$ cat src/rtl/sgi_disp_pkg.sv
package sgi_disp_pkg;
  localparam int LIST_W = 16;
  localparam int ID_W   = 4;
  localparam int AFF_W  = 8;

  // Bit positions inside the request word (decoded by the requesting side too)
  localparam int POS_LIST  = 0;
  localparam int POS_AFF1  = 16;
  localparam int POS_ID    = 24;
  localparam int POS_AFF2  = 32;
  localparam int POS_BCAST = 40;
  localparam int POS_AFF3  = 48;

  typedef struct packed {
    logic [ID_W-1:0]   id;
    logic              bcast;
    logic [LIST_W-1:0] tlist;
    logic [AFF_W-1:0]  a1;
    logic [AFF_W-1:0]  a2;
    logic [AFF_W-1:0]  a3;
  } sgi_req_t;

  typedef enum logic [0:0] {ST_IDLE = 1'b0, ST_WALK = 1'b1} walk_st_e;
endpackage

$ cat src/rtl/sgi_req_decode.sv
module sgi_req_decode
  import sgi_disp_pkg::*;
(
  input  logic [63:0] word,
  output sgi_req_t    req
);
  always_comb begin
    req.tlist = word[POS_LIST  +: LIST_W];
    req.a1    = word[POS_AFF1  +: AFF_W];
    req.id    = word[POS_ID    +: ID_W];
    req.a2    = word[POS_AFF2  +: AFF_W];
    req.bcast = word[POS_BCAST];
    req.a3    = word[POS_AFF3  +: AFF_W];
  end
endmodule

$ cat src/rtl/sgi_core_match.sv
module sgi_core_match
  import sgi_disp_pkg::*;
#(
  parameter int NUM_CORES = 8,
  parameter int CIDX_W    = 3
) (
  input  sgi_req_t                 req,
  input  logic [LIST_W-1:0]        wlist,
  input  logic [CIDX_W-1:0]        src_core,
  input  logic [NUM_CORES*32-1:0]  core_aff,
  output logic [NUM_CORES-1:0]     hit_vec
);
  for (genvar c = 0; c < NUM_CORES; c++) begin : g_core
    logic [AFF_W-1:0] l0, l1, l2, l3;
    logic             upper_eq, in_list;
    assign l0 = core_aff[c*32 +  0 +: AFF_W];
    assign l1 = core_aff[c*32 +  8 +: AFF_W];
    assign l2 = core_aff[c*32 + 16 +: AFF_W];
    assign l3 = core_aff[c*32 + 24 +: AFF_W];
    assign upper_eq = (l1 == req.a1) && (l2 == req.a2) && (l3 == req.a3);
    assign in_list  = (l0 < AFF_W'(LIST_W)) && wlist[l0[3:0]];
    always_comb begin
      if (req.bcast) hit_vec[c] = (CIDX_W'(c) != src_core);
      else           hit_vec[c] = upper_eq && in_list;
    end
  end
endmodule

$ cat src/rtl/sgi_walk_ctrl.sv
module sgi_walk_ctrl
  import sgi_disp_pkg::*;
#(
  parameter int NUM_CORES = 8,
  parameter int CIDX_W    = 3
) (
  input  logic                 clk,
  input  logic                 rst_n,
  input  logic                 start,
  input  logic [LIST_W-1:0]    start_list,
  input  logic                 bcast,
  input  logic [NUM_CORES-1:0] hit_vec,
  input  logic [3:0]           cur_l0,
  input  logic                 cur_l0_ok,
  output logic                 busy,
  output logic [CIDX_W-1:0]    idx,
  output logic [LIST_W-1:0]    wlist,
  output logic                 cur_hit,
  output logic                 done,
  output logic                 kick
);
  localparam logic [CIDX_W-1:0] LAST_IDX = CIDX_W'(NUM_CORES - 1);

  walk_st_e          st_q, st_d;
  logic [CIDX_W-1:0] idx_q, idx_d;
  logic [LIST_W-1:0] list_q, list_d;
  logic              any_q, any_d;
  logic              done_q, done_d;
  logic              kick_q, kick_d;
  logic              walking, list_empty, finish;

  assign walking    = (st_q == ST_WALK);
  assign list_empty = walking && !bcast && (list_q == '0);
  assign cur_hit    = walking && !list_empty && hit_vec[idx_q];
  assign finish     = walking && (list_empty || idx_q == LAST_IDX);

  always_comb begin
    st_d   = st_q;
    idx_d  = idx_q;
    list_d = list_q;
    any_d  = any_q;
    done_d = finish;
    kick_d = finish && (any_q || cur_hit);
    if (!walking) begin
      if (start) begin
        st_d   = ST_WALK;
        idx_d  = '0;
        list_d = start_list;
        any_d  = 1'b0;
      end
    end else begin
      if (cur_hit) any_d = 1'b1;
      if (cur_hit && !bcast && cur_l0_ok) list_d[cur_l0] = 1'b0;
      if (finish) st_d = ST_IDLE;
      else        idx_d = idx_q + 1'b1;
    end
  end

  always_ff @(posedge clk or negedge rst_n) begin
    if (!rst_n) begin
      st_q   <= ST_IDLE;
      idx_q  <= '0;
      list_q <= '0;
      any_q  <= 1'b0;
      done_q <= 1'b0;
      kick_q <= 1'b0;
    end else begin
      st_q   <= st_d;
      idx_q  <= idx_d;
      list_q <= list_d;
      any_q  <= any_d;
      done_q <= done_d;
      kick_q <= kick_d;
    end
  end

  assign busy  = walking;
  assign idx   = idx_q;
  assign wlist = list_q;
  assign done  = done_q;
  assign kick  = kick_q;

  assert_done_idle_R9: assert property (@(posedge clk) disable iff (!rst_n)
    done |-> !busy);
  assert_kick_with_done_R9: assert property (@(posedge clk) disable iff (!rst_n)
    kick |-> done);
  assert_list_shrinks_R6: assert property (@(posedge clk) disable iff (!rst_n)
    (busy && $past(busy)) |-> ((list_q & ~$past(list_q)) == '0));
  assert_walk_starts_zero_R3: assert property (@(posedge clk) disable iff (!rst_n)
    $rose(busy) |-> (idx_q == '0));
  assert_empty_ends_R7: assert property (@(posedge clk) disable iff (!rst_n)
    (busy && !bcast && list_q == '0) |=> !busy);
endmodule

$ cat src/rtl/sgi_dispatch.sv
module sgi_dispatch
  import sgi_disp_pkg::*;
#(
  parameter int NUM_CORES = 8,
  parameter int CIDX_W    = (NUM_CORES > 1) ? $clog2(NUM_CORES) : 1
) (
  input  logic                    clk,
  input  logic                    rst_n,
  input  logic                    req_valid,
  input  logic [63:0]             req_word,
  input  logic [CIDX_W-1:0]       req_core,
  input  logic [NUM_CORES*32-1:0] core_aff,
  output logic                    busy,
  output logic [NUM_CORES-1:0]    pend_set,
  output logic [ID_W-1:0]         pend_id,
  output logic                    done,
  output logic                    kick
);
  // Reset: asserted asynchronously, released on a clock edge
  logic rst_s1_q, rst_s2_q, rst_i_n;
  always_ff @(posedge clk or negedge rst_n) begin
    if (!rst_n) begin
      rst_s1_q <= 1'b0;
      rst_s2_q <= 1'b0;
    end else begin
      rst_s1_q <= 1'b1;
      rst_s2_q <= rst_s1_q;
    end
  end
  assign rst_i_n = rst_s2_q;

  sgi_req_t          dec_req, req_q, req_d;
  logic [CIDX_W-1:0] src_q, src_d;
  logic              accept;
  logic [NUM_CORES-1:0] hit_vec;
  logic [CIDX_W-1:0] idx;
  logic [LIST_W-1:0] wlist;
  logic              cur_hit;
  logic [AFF_W-1:0]  cur_l0_full;
  logic              walk_busy;

  sgi_req_decode u_dec (.word(req_word), .req(dec_req));

  assign accept = req_valid && !walk_busy;

  always_comb begin
    req_d = req_q;
    src_d = src_q;
    if (accept) begin
      req_d = dec_req;
      src_d = req_core;
    end
  end

  always_ff @(posedge clk or negedge rst_i_n) begin
    if (!rst_i_n) begin
      req_q <= '0;
      src_q <= '0;
    end else begin
      req_q <= req_d;
      src_q <= src_d;
    end
  end

  sgi_core_match #(.NUM_CORES(NUM_CORES), .CIDX_W(CIDX_W)) u_match (
    .req      (req_q),
    .wlist    (wlist),
    .src_core (src_q),
    .core_aff (core_aff),
    .hit_vec  (hit_vec)
  );

  assign cur_l0_full = core_aff[idx*32 +: AFF_W];

  sgi_walk_ctrl #(.NUM_CORES(NUM_CORES), .CIDX_W(CIDX_W)) u_walk (
    .clk        (clk),
    .rst_n      (rst_i_n),
    .start      (accept),
    .start_list (dec_req.tlist),
    .bcast      (req_q.bcast),
    .hit_vec    (hit_vec),
    .cur_l0     (cur_l0_full[3:0]),
    .cur_l0_ok  (cur_l0_full < AFF_W'(LIST_W)),
    .busy       (walk_busy),
    .idx        (idx),
    .wlist      (wlist),
    .cur_hit    (cur_hit),
    .done       (done),
    .kick       (kick)
  );

  always_comb begin
    pend_set = '0;
    if (cur_hit) pend_set[idx] = 1'b1;
  end
  assign pend_id = req_q.id;
  assign busy    = walk_busy;

  assert_pend_onehot_R3: assert property (@(posedge clk) disable iff (!rst_i_n)
    $onehot0(pend_set));
  assert_pend_only_busy_R3: assert property (@(posedge clk) disable iff (!rst_i_n)
    (pend_set != '0) |-> busy);
  assert_req_held_R2: assert property (@(posedge clk) disable iff (!rst_i_n)
    (busy && req_valid) |=> ($stable(req_q) && $stable(src_q)));
  assert_skip_sender_R4: assert property (@(posedge clk) disable iff (!rst_i_n)
    (busy && req_q.bcast) |-> !pend_set[src_q]);
endmodule

$ cat config.mk
export PLATFORM = sky130hd
export DESIGN_NAME = sgi_dispatch
export DESIGN_NICKNAME = d
export VERILOG_FILES = /design/src/rtl/sgi_disp_pkg.sv /design/src/rtl/sgi_req_decode.sv /design/src/rtl/sgi_core_match.sv /design/src/rtl/sgi_walk_ctrl.sv /design/src/rtl/sgi_dispatch.sv
export SDC_FILE = /design/constraint.sdc
export NUM_CORES = 1
export LEC_CHECK = 0
export BUFFER_PORTS_ARGS = -buffer_cell sky130_fd_sc_hd__buf_2
export CAP_MARGIN = 20
export CORE_AREA = 2 2 134 136
export CTS_BUF_LIST = sky130_fd_sc_hd__clkbuf_2 sky130_fd_sc_hd__clkbuf_4 sky130_fd_sc_hd__clkbuf_8
export CTS_CLUSTER_SIZE = 12
export DETAILED_ROUTE_END_ITERATION = 10
export DIE_AREA = 0 0 136 138
export PLACE_DENSITY = 0.73
export SLEW_MARGIN = 20
export SYNTH_ARGS = -nofsm -noshare
export SYNTH_HDL_FRONTEND = slang
export SYNTH_SLANG_ARGS = --single-unit
$ cat constraint.sdc
create_clock -name clk -period 3.85 [get_ports clk]
set_input_delay 0.1925 -clock clk [delete_from_list [all_inputs] [get_ports clk]]
set_output_delay 0.1925 -clock clk [all_outputs]
set_load 0.01 [all_outputs]
# Yosys cells after proc, flatten, opt, wreduce, memory -nomap -nowiden
# Cells that the tools add are included.
# totals
ff_bits	57
latch_bits	0
mem_bits_rw	0
romBits	0
memories	0
# op_classes
add_sub_neg	1
n_mul	0
n_div	0
n_lt_le_gt_ge	21
n_eq_ne	35
shifts	1
n_mux	43
bitwise_logic	2
n_reduce_logical	54
# op_table
operator	count
$shiftx 256x9->8	1
$eq 8x8->1	24
$lt 8x5->1 const B	9
$mux 16	3
$lt 4x5->1 const B	9
$logic_and 1x1->1	43
$bmux 1 s4	8
$mux 1	25
$and 16x16->16	1
$logic_not 16->1	1
$not 16->16	1
$ne 3x3->1 const A	4
$mux 3	3
$mux 8	1
$ne 2x3->1 const A	2
$reduce_and 2->1	3
$demux 1 s4	1
$ge 4x1->1 const B	1
$lt 3x4->1 const B	1
$ne 2x2->1 const B	2
$add 3x1->3 const B	1
$bmux 1 s3	1
$demux 1 s3	1
$eq 3x3->1 const B	1
other kinds (7)	10

# Depth between registers and ports, before layout
# Gate-level depths: netlist of the first run.
# depth
depth_word	12
ltp_mapped	9
depth_no_buf	7

# By module
# A second synthesis of the first run with hierarchy kept.
# hier_totals
hier_cells	762
hier_area_um2	7602.3
# modules_own_cells
mod	instances	cells_each	area_per_inst_um2	seq_area_each_um2
sgi_core_match	1	375	3373.2	0.0
sgi_dispatch	1	185	2382.3	1251.2
sgi_walk_ctrl	1	157	1508.9	575.6
sgi_req_decode	1	45	337.8	0.0

# Least setup slack after synthesis of the first run
# Ideal clock, no wire load.
# synth_path
kind	reg2out
from	reg req_q[12] (netlist name)
to	out pend_set[1]
arrival_ns	2.324
t_required_ns	3.658
slack_ns	1.334
stages_incl_launch_ff	10
n_path_buf	2
cell_sequence	dfrtp_1 > buf_2 > xnor2_1 > nand4_1 > nor4_1 > a311oi_1 > or4_4 > nor3_4 > buf_6 > nor3b_2
# synth_between
elab_chain_cells	9
# synth_lines
item	line	source
start: declaration	sgi_dispatch.sv:32	sgi_req_t dec_req, req_q, req_d;
start signal: assignment	sgi_dispatch.sv:60	req_q <= req_d;
$eq 8x8->1	sgi_core_match.sv:20	assign upper_eq = (l1 == req.a1) && (l2 == req.a2) && (l3 == req.a3);
$logic_and 1x1->1 (2 in a row)	sgi_core_match.sv:20	
$logic_and 1x1->1	sgi_core_match.sv:24	else hit_vec[c] = upper_eq && in_list;
$mux 1	sgi_core_match.sv:23	if (req.bcast) hit_vec[c] = (CIDX_W'(c) != src_core);
$bmux 1 s3 *	sgi_walk_ctrl.sv:34	assign cur_hit = walking && !list_empty && hit_vec[idx_q];
$mux 1 (not written as such) *	sgi_walk_ctrl.sv:34	
$logic_and 1x1->1 *	sgi_walk_ctrl.sv:34	
$mux 8 *	sgi_dispatch.sv:94	if (cur_hit) pend_set[idx] = 1'b1;
end: declaration	sgi_dispatch.sv:14	output logic [NUM_CORES-1:0] pend_set,
# Mark *: on every way between the ends. The rest lies on a longest branch, timed or not. The select of a mux whose other input is x is not followed.

# Final worst setup path of the first run
# layout_path
from	reg req_q[17] (netlist name)
to	out pend_set[1]
# Same word-level chain as after synthesis.

==> results.toml, run 1 <==
[run_status]
status = "finished clean"

[synthesis]
postSynthCellCount = 673
yosys_warnings = 0
syn-cell-area_um2 = 6371
async_flop_share_pct = 100.0
syn_area_per_cell_um2 = 9.467
ys_seq_area_share_pct = 22.39
synthFlopType = "dfrtp_1"
syn-num-nets = 1001
synth_edf_count = 0
synth_cell_types = 57
synth.ff_latch_count = 57

[power_and_ir_drop]
p_sw_uw = 2832
combPwrFrac_pct = 59.6
power.total_uw = 5693
switching_share_pct = 49.75
leakage_uw = 0.003664
p_clk_share_pct = 8.9
power_frac_seq_pct = 31.5
p_int_uw = 2861
power.density_nw_per_um2 = 680.8
ir_worst_vdd_uv = 377.1

[critical_path]
required_ns = 3.66
critical_path_class = "reg -> out"
r2r_slack_ns = 0.58
cp.arrival_ns = 3.49
start_kind = "flip-flop"
end_kind = "output pin"
cp_max_fo = 9

[cells_and_area]
layout-drive-gt1-share_pct = 42.83
postLayoutCoreUtil_pct = 47.69
final_cell_area_um2 = 8362
layout_common_cells = "buf_2, xnor2_1, nand2_1"
final_nets = 1306
final_common_cell = "buf_2"
synthToLayoutAreaGrowth_pct = 31.25

[detailed_routing]
drc = 0
vias = 6725
dr.first_iter.drc_count = 528
drtAntennaViolNets = 0
routed_wl_um = 27340
detail_route.vias_per_cell = 5.535
wl_per_cell_um = 22.50
drtPass1Iterations = 6

[grt]
antenna_found_initial = 4
grt_pass1_vias = 6738
overflow = 0
grt_pass1_wl_um = 39670
grt_max_degree = 56
grt_usage_pct = 28.37

[sta]
fin_crit_ns = 3.681
holdWs_ns = 0.03676
worst_slew_pin_slew_ns = 0.7205
hold_viol_final = 0
setup_viol = 0
finalSetupTns_ns = 0
fmax_mhz = 271.6
max_slew_margin_pct = 51.97
drv_slew = 0
clock_skew_ns = 0.01008
rsz0062_at_grt = "false"
fin_crit_sh_pct = 95.62

[clock_tree]
htree_levels = 3
clockBufferDepth = 2
cts_buffers = 9
ctsResizeCount = 0
cts_setup_buffers = 0
worstSkewPairLatency_ns = 0.34
tritoncts = "built"
cts_num_sinks = 57
clk_pin_slew_ns = 0.08
cts_root_buf = "clkbuf_8"

[placed_design]
place_congestion = 0.9671
place_area_um2 = 8164
numPortBuffers = 321
dp_hpwl_um = 21810

[floorplan]
num_rows = 49
boundaryPins = 341
initial_core_util_pct = 36.34
dieWidth_um = 136
die-area_um2 = 18770
fp.coreArea_um2 = 17530
die_y_um = 138

[run]
max_cap_violations = 0

[hold_path]
worstHoldPathType = "in -> reg"
state kept, by name (all words and copies together) (netlist names):
name	flops
u_walk.wlist	16
u_walk.idx	3
pend_id	4
rst_s1_q	1
req_q	25
src_q	3
u_walk.kick	1
u_walk.busy	1
u_walk.done	1
rst_i_n	1
u_walk.any_q	1
kinds of logic after synthesis:
logic type | share of synthesized area (%)
fa+ha+maj | 0.3927
buf+inv | 5.008
simple gates | 19.46
compound gates | 6.284
xor+xnor | 26.67
flops | 22.39
other cells | 0.05886
mux | 19.74
power by group through the flow:
| stage | Sequential (µW) | Combinational, µW | Clock [µW] |
|---|---|---|---|
| 5_1_grt | 1800 | 3660 | 556 |
| 4_1_cts | 1730 | 3360 | 524 |
| 3_3_place_gp | 1740 | 3270 | 0 |
| 6_report | 1790 | 3390 | 509 |
| 3_5_place_dp | 1750 | 3340 | 0 |
| 2_1_floorplan | 1080 | 2880 | 0 |
metrics by stage:
step | instances | worst slack (ns)
6_report | 1215 | 0.1686
5_1_grt | 1215 | 0.03617
4_1_cts | 1212 | 0.1723
3_5_place_dp | 1195 | 0.5860
3_3_place_gp | 1195 | 0.5504
2_1_floorplan | 673 | 1.334
layout make-up:
cell class                 count  area [µm²]
multi-input combinational    559        4633
fill                        1714        9173
timing repair buffer         349        1819
clock inverter                 7       56.30
clock buffer                   9       123.9
inverter                       2       7.507
sequential                    57        1428
tap                          229       286.5
antenna                        3       7.507
critical path: stages, from the launching register on:
cell,delay [ns]
dfrtp_1,0.68
xnor2_1,0.20
nand4_1,0.20
nor4_1,0.54
a311oi_1,0.17
or4_4,0.61
nor3_4,0.30
nor3b_2,0.26
buf_2,0.18
metal layers:
metal	GRT usage, %	wire length [µm]	vias up
met5	0	13	-
met4	11.90	1180	2
met3	4.767	2591	109
met2	46.97	13040	455
met1	36.47	10510	3131
li1	-	-	3028
Yosys cell counts (2+ instances only):
cell        n  area share [%]
xnor2_1   161              22
nand2_1   112             6.6
dfrtp_1    57              22
nand4_1    35             3.4
xor2_1     33             4.5
mux4_2     28             9.9
mux2i_1    26             4.1
nor4_1     23             2.3
buf_2      20             1.6
a31oi_1    15             1.5
clkbuf_1   14            0.82
nand3_1    14             1.1
nor2_1     14            0.82
buf_4      11             1.3
nor3_1      9            0.71
mux4_1      8             3.3
o21ai_0     7            0.55
a21oi_1     5            0.39
a311oi_1    5            0.69
buf_6       5            0.88
mux2_2      5            0.88
a22oi_1     4            0.47
buf_1       4            0.24
mux4_4      4             1.6
nand2b_1    4            0.39
or4_1       4            0.47
nand3b_1    3            0.35
nor2b_1     3            0.29
a211o_1     2            0.27
a32oi_2     2            0.51
ha_1        2            0.39
inv_1       2            0.12
nor3b_1     2            0.24
nor3b_2     2            0.39
nor4_2      2            0.39
o21a_1      2            0.24
o22a_1      2            0.27
or2_2       2            0.20
or4_4       2            0.35
worst paths after layout:
check	from	endpoint	cells past startpoint
min	req_word[53]	req_q[5]	3
min in group asynchronous	rst_n	rst_i_n	2
max reg2reg	req_q[17]	u_walk.wlist[4]	8
max	req_q[17]	pend_set[1]	8
min reg2reg	rst_s1_q	rst_i_n	0
max in group asynchronous	rst_i_n	req_q[18]	1
repair_timing:
item                                    4_1_cts  5_1_grt
hold buffers                                  1        0
endpoints found under the hold margin         2        0
endpoints found under the setup margin        0        0
(Power assumes the default switching activity.)
==> run 2: changes to the inputs <==
CELL_PAD_IN_SITES_DETAIL_PLACEMENT = 2   (was unset)
CELL_PAD_IN_SITES_GLOBAL_PLACEMENT = 2   (was unset)
CORE_AREA = unset   (was 2 2 134 136)
CORE_MARGIN = 1   (was unset)
CORE_UTILIZATION = 28   (was unset)
CTS_BUF_LIST = unset   (was sky130_fd_sc_hd__clkbuf_2 sky130_fd_sc_hd__clkbuf_4 sky130_fd_sc_hd__clkbuf_8)
DIE_AREA = unset   (was 0 0 136 138)
MAX_ROUTING_LAYER = met4   (was unset)
PLACE_DENSITY = 0.93   (was 0.73)
==> run 2 against run 1 <==
Against the previous run:
- design area is 3.3% higher
- fmax is 1.3% lower
- clock power is 79% higher
- critical path depth is 2 higher
==> results.toml, run 2 (same netlist as run 1, synthesis figures left out) <==
[grt]
grt_pass1_vias = 8146
grt_max_degree = 46
grt_usage_pct = 30.82
overflow = 0
grt_pass1_wl_um = 51740
antenna_found_initial = 12

[critical_path]
cp_cell_sequence = "buf_4 -> xnor2_1 -> nand4_1 -> nor4_1 -> buf_4 -> a311oi_1 -> a211o_1 -> nor3_4 -> nor3b_2 -> buf_2"
crit_slowest_cell = "dfrtp_1"
required_ns = 3.66
cp.arrival_ns = 3.54
slowest_delay_ns = 0.68
end_kind = "output pin"
cpMostUsedCell = "buf_4"
critical_path_class = "reg -> out"
critical-path-top-delay-family = "simple AND/OR/NAND/NOR gates"
crit_buf_inv = 3
start_kind = "flip-flop"
cp_max_fo = 7

[sta]
finalSetupTns_ns = 0
drv_slew = 0
max_slew_margin_pct = 48.63
rsz0062_at_grt = "false"
layout_setup_ws_ns = 0.1209
hold_viol_final = 0
clock_skew_ns = 0.006797
fmax_mhz = 268.2
fin_crit_ns = 3.729
setup_viol = 0
fin_crit_sh_pct = 96.86
worst_slew_pin_slew_ns = 0.7689

[floorplan]
die-area_um2 = 23360
boundaryPins = 341
initial_core_util_pct = 28.84
num_rows = 54
dieWidth_um = 152.8
fp.coreArea_um2 = 22090
die_y_um = 152.8

[clock_tree]
worstSkewPairLatency_ns = 0.33
cts_buffers = 9
cts_setup_buffers = 0
clk_pin_slew_ns = 0.06
htree_levels = 3
cts_num_sinks = 57
tritoncts = "built"
cts_root_buf = "clkbuf_16"
clockBufferDepth = 2

[cells_and_area]
postLayoutCoreUtil_pct = 39.09
fillers = 2499
layout-drive-gt1-share_pct = 43.65
regMostFlops = "req_q"
final_common_cell = "buf_2"
layout_common_cells = "buf_2, xnor2_1, nand2_1"
largest_reg_flops = 25
final_nets = 1308
synthToLayoutAreaGrowth_pct = 35.57

[detailed_routing]
vias = 7104
drc = 0
dr.first_iter.drc_count = 401
wl_per_cell_um = 27.44
routed_wl_um = 35040
drtAntennaViolNets = 0
drtPass1Iterations = 5
detail_route.vias_per_cell = 5.563

[power_and_ir_drop]
p_sw_uw = 3122
power_frac_seq_pct = 29.0
switching_share_pct = 48.90
leakage_uw = 0.003758
power.total_uw = 6385
ir_worst_vdd_uv = 228.5
p_clk_share_pct = 14.3
power.density_nw_per_um2 = 739.2
combPwrFrac_pct = 56.7
p_int_uw = 3262

[run_status]
status = "finished clean"

[hold_path]
worstHoldPathType = "in -> reg"

[placed_design]
dp_hpwl_um = 28440
numPortBuffers = 321
place_ws_ns = 0.3365
place_congestion = 0.9424

[run]
max_cap_violations = 0
## run 2: what timing repair did
action,CTS,global route
gates cloned,0,0
hold endpoints to repair,2,0
hold buffers,1,0
gates resized for setup,1,6
endpoints found under the setup margin,1,4
## run 2: cell type report
cell class	instances	area (µm²)	share of cell area, %
antenna	12	30.03	0.3477
clock buffer	12	266.5	3.086
clock inverter	4	73.82	0.8547
inverter	2	7.507	0.08692
multi-input combinational	559	4639	53.72
sequential	57	1435	16.62
tap	280	350.3	4.056
timing repair buffer	351	1834	21.24
## run 2: power groups by stage
stage	Combinational [µW]	Sequential, µW	Clock [µW]
5_1_grt	3890	1860	943
6_report	3620	1850	911
4_1_cts	3600	1800	927
3_5_place_dp	3540	1800	0
2_1_floorplan	2880	1080	0
3_3_place_gp	3330	1730	0
## run 2: through the flow
stage	area [µm²]	hold WS [ns]	cells
2_1_floorplan	6371	-0.1031	673
3_3_place_gp	8243	-0.02218	1248
3_5_place_dp	8243	-0.01597	1248
4_1_cts	8594	0.04664	1265
5_1_grt	8637	0.06474	1277
6_report	8637	0.05345	1277
## run 2: per-layer routing
layer / vias up / share of wire (%) / global-route usage, %
li1: 3054 / - / -
met1: 3533 / 38 / 34.08
met2: 399 / 51 / 53.78
met3: 118 / 6.2 / 5.132
met4: 0 / 4.8 / 15.01
met5: - / 0 / -
## run 2: path summary, 6_finish.rpt
| path | start | end | slack, ns | cells after the start |
|---|---|---|---|---|
| min in group asynchronous | rst_i_n | u_walk.wlist[1] | 0.14 | 0 |
| max | req_q[14] | pend_set[1] | 0.12 | 10 |
| max reg2reg | req_q[14] | u_walk.wlist[6] | 0.50 | 10 |
| min | req_word[26] | pend_id[2] | 0.05 | 3 |
| min reg2reg | rst_i_n | u_walk.wlist[1] | 0.14 | 0 |
| max in group asynchronous | rst_i_n | req_q[17] | 2.75 | 1 |
## run 2: worst register-to-register path, cell delays in order (launching register included)
cell and delay (ns):
dfrtp_1 0.68, buf_4 0.25, xnor2_1 0.12, nand4_1 0.12
nor4_1 0.53, buf_4 0.22, a311oi_1 0.08, a211o_1 0.38
nor3_4 0.36, buf_4 0.31, a31oi_1 0.15
==> run 3: changes to the inputs <==
CORE_MARGIN = unset   (was 1)
PLACE_DENSITY = 0.88   (was 0.93)
==> run 3 against run 2 <==
Against the previous run:
- via count is 0.42% lower
- utilization decreased by 0.24 points
- hold slack better by 0.00059 ns
- highest routed layer unchanged
==> results.toml, run 3 (same netlist as run 1, synthesis figures left out) <==
[run_status]
status = "finished clean"

[power_and_ir_drop]
power_frac_seq_pct = 29.1
leakage_uw = 0.003731
p_int_uw = 3110
power.density_nw_per_um2 = 725.0
combPwrFrac_pct = 59.2
switching_share_pct = 50.02
p_sw_uw = 3113
ir_worst_vdd_uv = 275.5
p_clk_share_pct = 11.8
power.total_uw = 6223

[critical_path]
cp.arrival_ns = 3.50
required_ns = 3.66
end_kind = "output pin"
start_kind = "flip-flop"
critical_path_class = "reg -> out"
cp_max_fo = 7

[floorplan]
die-area_um2 = 23360
boundaryPins = 341
fp.coreArea_um2 = 22090
initial_core_util_pct = 28.84
num_rows = 54
dieWidth_um = 152.8
die_y_um = 152.8

[detailed_routing]
drtAntennaViolNets = 0
detail_route.vias_per_cell = 5.497
wl_per_cell_um = 27.32
vias = 7074
dr.first_iter.drc_count = 472
drtPass1Iterations = 4
drc = 0
routed_wl_um = 35160

[sta]
max_slew_margin_pct = 39.87
fin_crit_sh_pct = 95.82
setup_viol = 0
clock_skew_ns = 0.01044
fmax_mhz = 271.1
worst_slew_pin_slew_ns = 0.9019
hold_viol_final = 0
drv_slew = 0
holdWs_ns = 0.05403
finalSetupTns_ns = 0
rsz0062_at_grt = "false"
fin_crit_ns = 3.689

[placed_design]
dp_hpwl_um = 28520
dp.cells = 1249
place_congestion = 0.9588
numPortBuffers = 321

[run]
max_cap_violations = 0

[clock_tree]
cts_buffers = 9
clockBufferDepth = 2
clk_pin_slew_ns = 0.05
tritoncts = "built"
cts_num_sinks = 57
worstSkewPairLatency_ns = 0.33
cts_root_buf = "clkbuf_16"
cts_setup_buffers = 0
htree_levels = 3

[cells_and_area]
synthToLayoutAreaGrowth_pct = 34.74
final_common_cell = "buf_2"
largest_reg_flops = 25
final_nets = 1309
layout_common_cells = "buf_2, xnor2_1, nand2_1"
layout-drive-gt1-share_pct = 42.68
postLayoutCoreUtil_pct = 38.85
regMostFlops = "req_q"
final_cells = 1287

[grt]
grt_pass1_wl_um = 50730
grt_pass1_vias = 7918
antenna_found_initial = 19
overflow = 0
grt_max_degree = 40
grt_usage_pct = 30.42

[hold_path]
worstHoldPathType = "in -> reg"
[run 3: cell count changes in the layout (fill, tap and decap cells not counted), sizes merged]
cell	delta
diode	+11
bufinv	-2
clkinv	-2
buf	+1
clkbuf	+2
[run 3: metal layers]
metal | global-route usage [%] | routed length, µm | vias to the layer above | share of wire [%]
li1 | - | - | 3065 | -
met1 | 34.52 | 13700 | 3501 | 39
met2 | 51.38 | 17230 | 395 | 49
met3 | 4.962 | 2324 | 113 | 6.6
met4 | 16.35 | 1902 | 0 | 5.4
met5 | - | 0 | - | 0
[run 3: repair_timing]
| action | in CTS | in global routing |
|---|---|---|
| resized for setup | 0 | 0 |
| setup endpoints to repair | 0 | 0 |
| hold buffers | 1 | 0 |
| hold endpoints to repair | 2 | 0 |
[run 3: worst paths after layout]
| kind | slack, ns | end | startpoint | cells after the start |
|---|---|---|---|---|
| worst min-delay path | 0.05 | req_q[15] | req_word[39] | 3 |
| min in group asynchronous | 0.19 | rst_s1_q | rst_n | 2 |
| worst min register to register | 0.34 | u_walk.wlist[15] | rst_i_n | 0 |
| worst max register to register | 0.57 | u_walk.wlist[1] | req_q[0] | 10 |
| worst max-delay path | 0.16 | pend_set[3] | req_q[0] | 10 |
| max in group asynchronous | 2.63 | req_q[7] | rst_i_n | 1 |
[run 3: final cells by class]
class                      instances  area [µm²]
clock buffer                      14       264.0
inverter                           2       7.507
sequential                        57        1428
timing repair buffer             352        1842
fill                            2533       13510
multi-input combinational        559        4636
tap                              280       350.3
antenna                           23       57.56
[run 3: metrics by stage]
stage               cell area, µm²  setup WS [ns]
floorplan                     6371          1.334
finish                        8584         0.1609
detailed placement            8253         0.6423
global route                  8584        0.06484
CTS                           8527         0.2696
global placement              8253         0.6710
[run 3: critical path, stage by stage, from the launching register on]
cell and delay [ns]:
dfrtp_1 0.65, buf_4 0.23, xnor2_1 0.12, nand4_1 0.15, nor4_1 0.60, buf_4 0.22
a311oi_1 0.08, a211o_1 0.38, nor3_4 0.25, nor3b_2 0.30, buf_2 0.18
[run 3: power by group through the flow]
stage / registers (µW) / clock network (µW) / logic, µW
floorplan: 1080 / 0 / 2880
global placement: 1710 / 0 / 3380
detailed placement: 1770 / 0 / 3600
CTS: 1760 / 744 / 3650
global route: 1830 / 768 / 3930
finish: 1810 / 733 / 3680
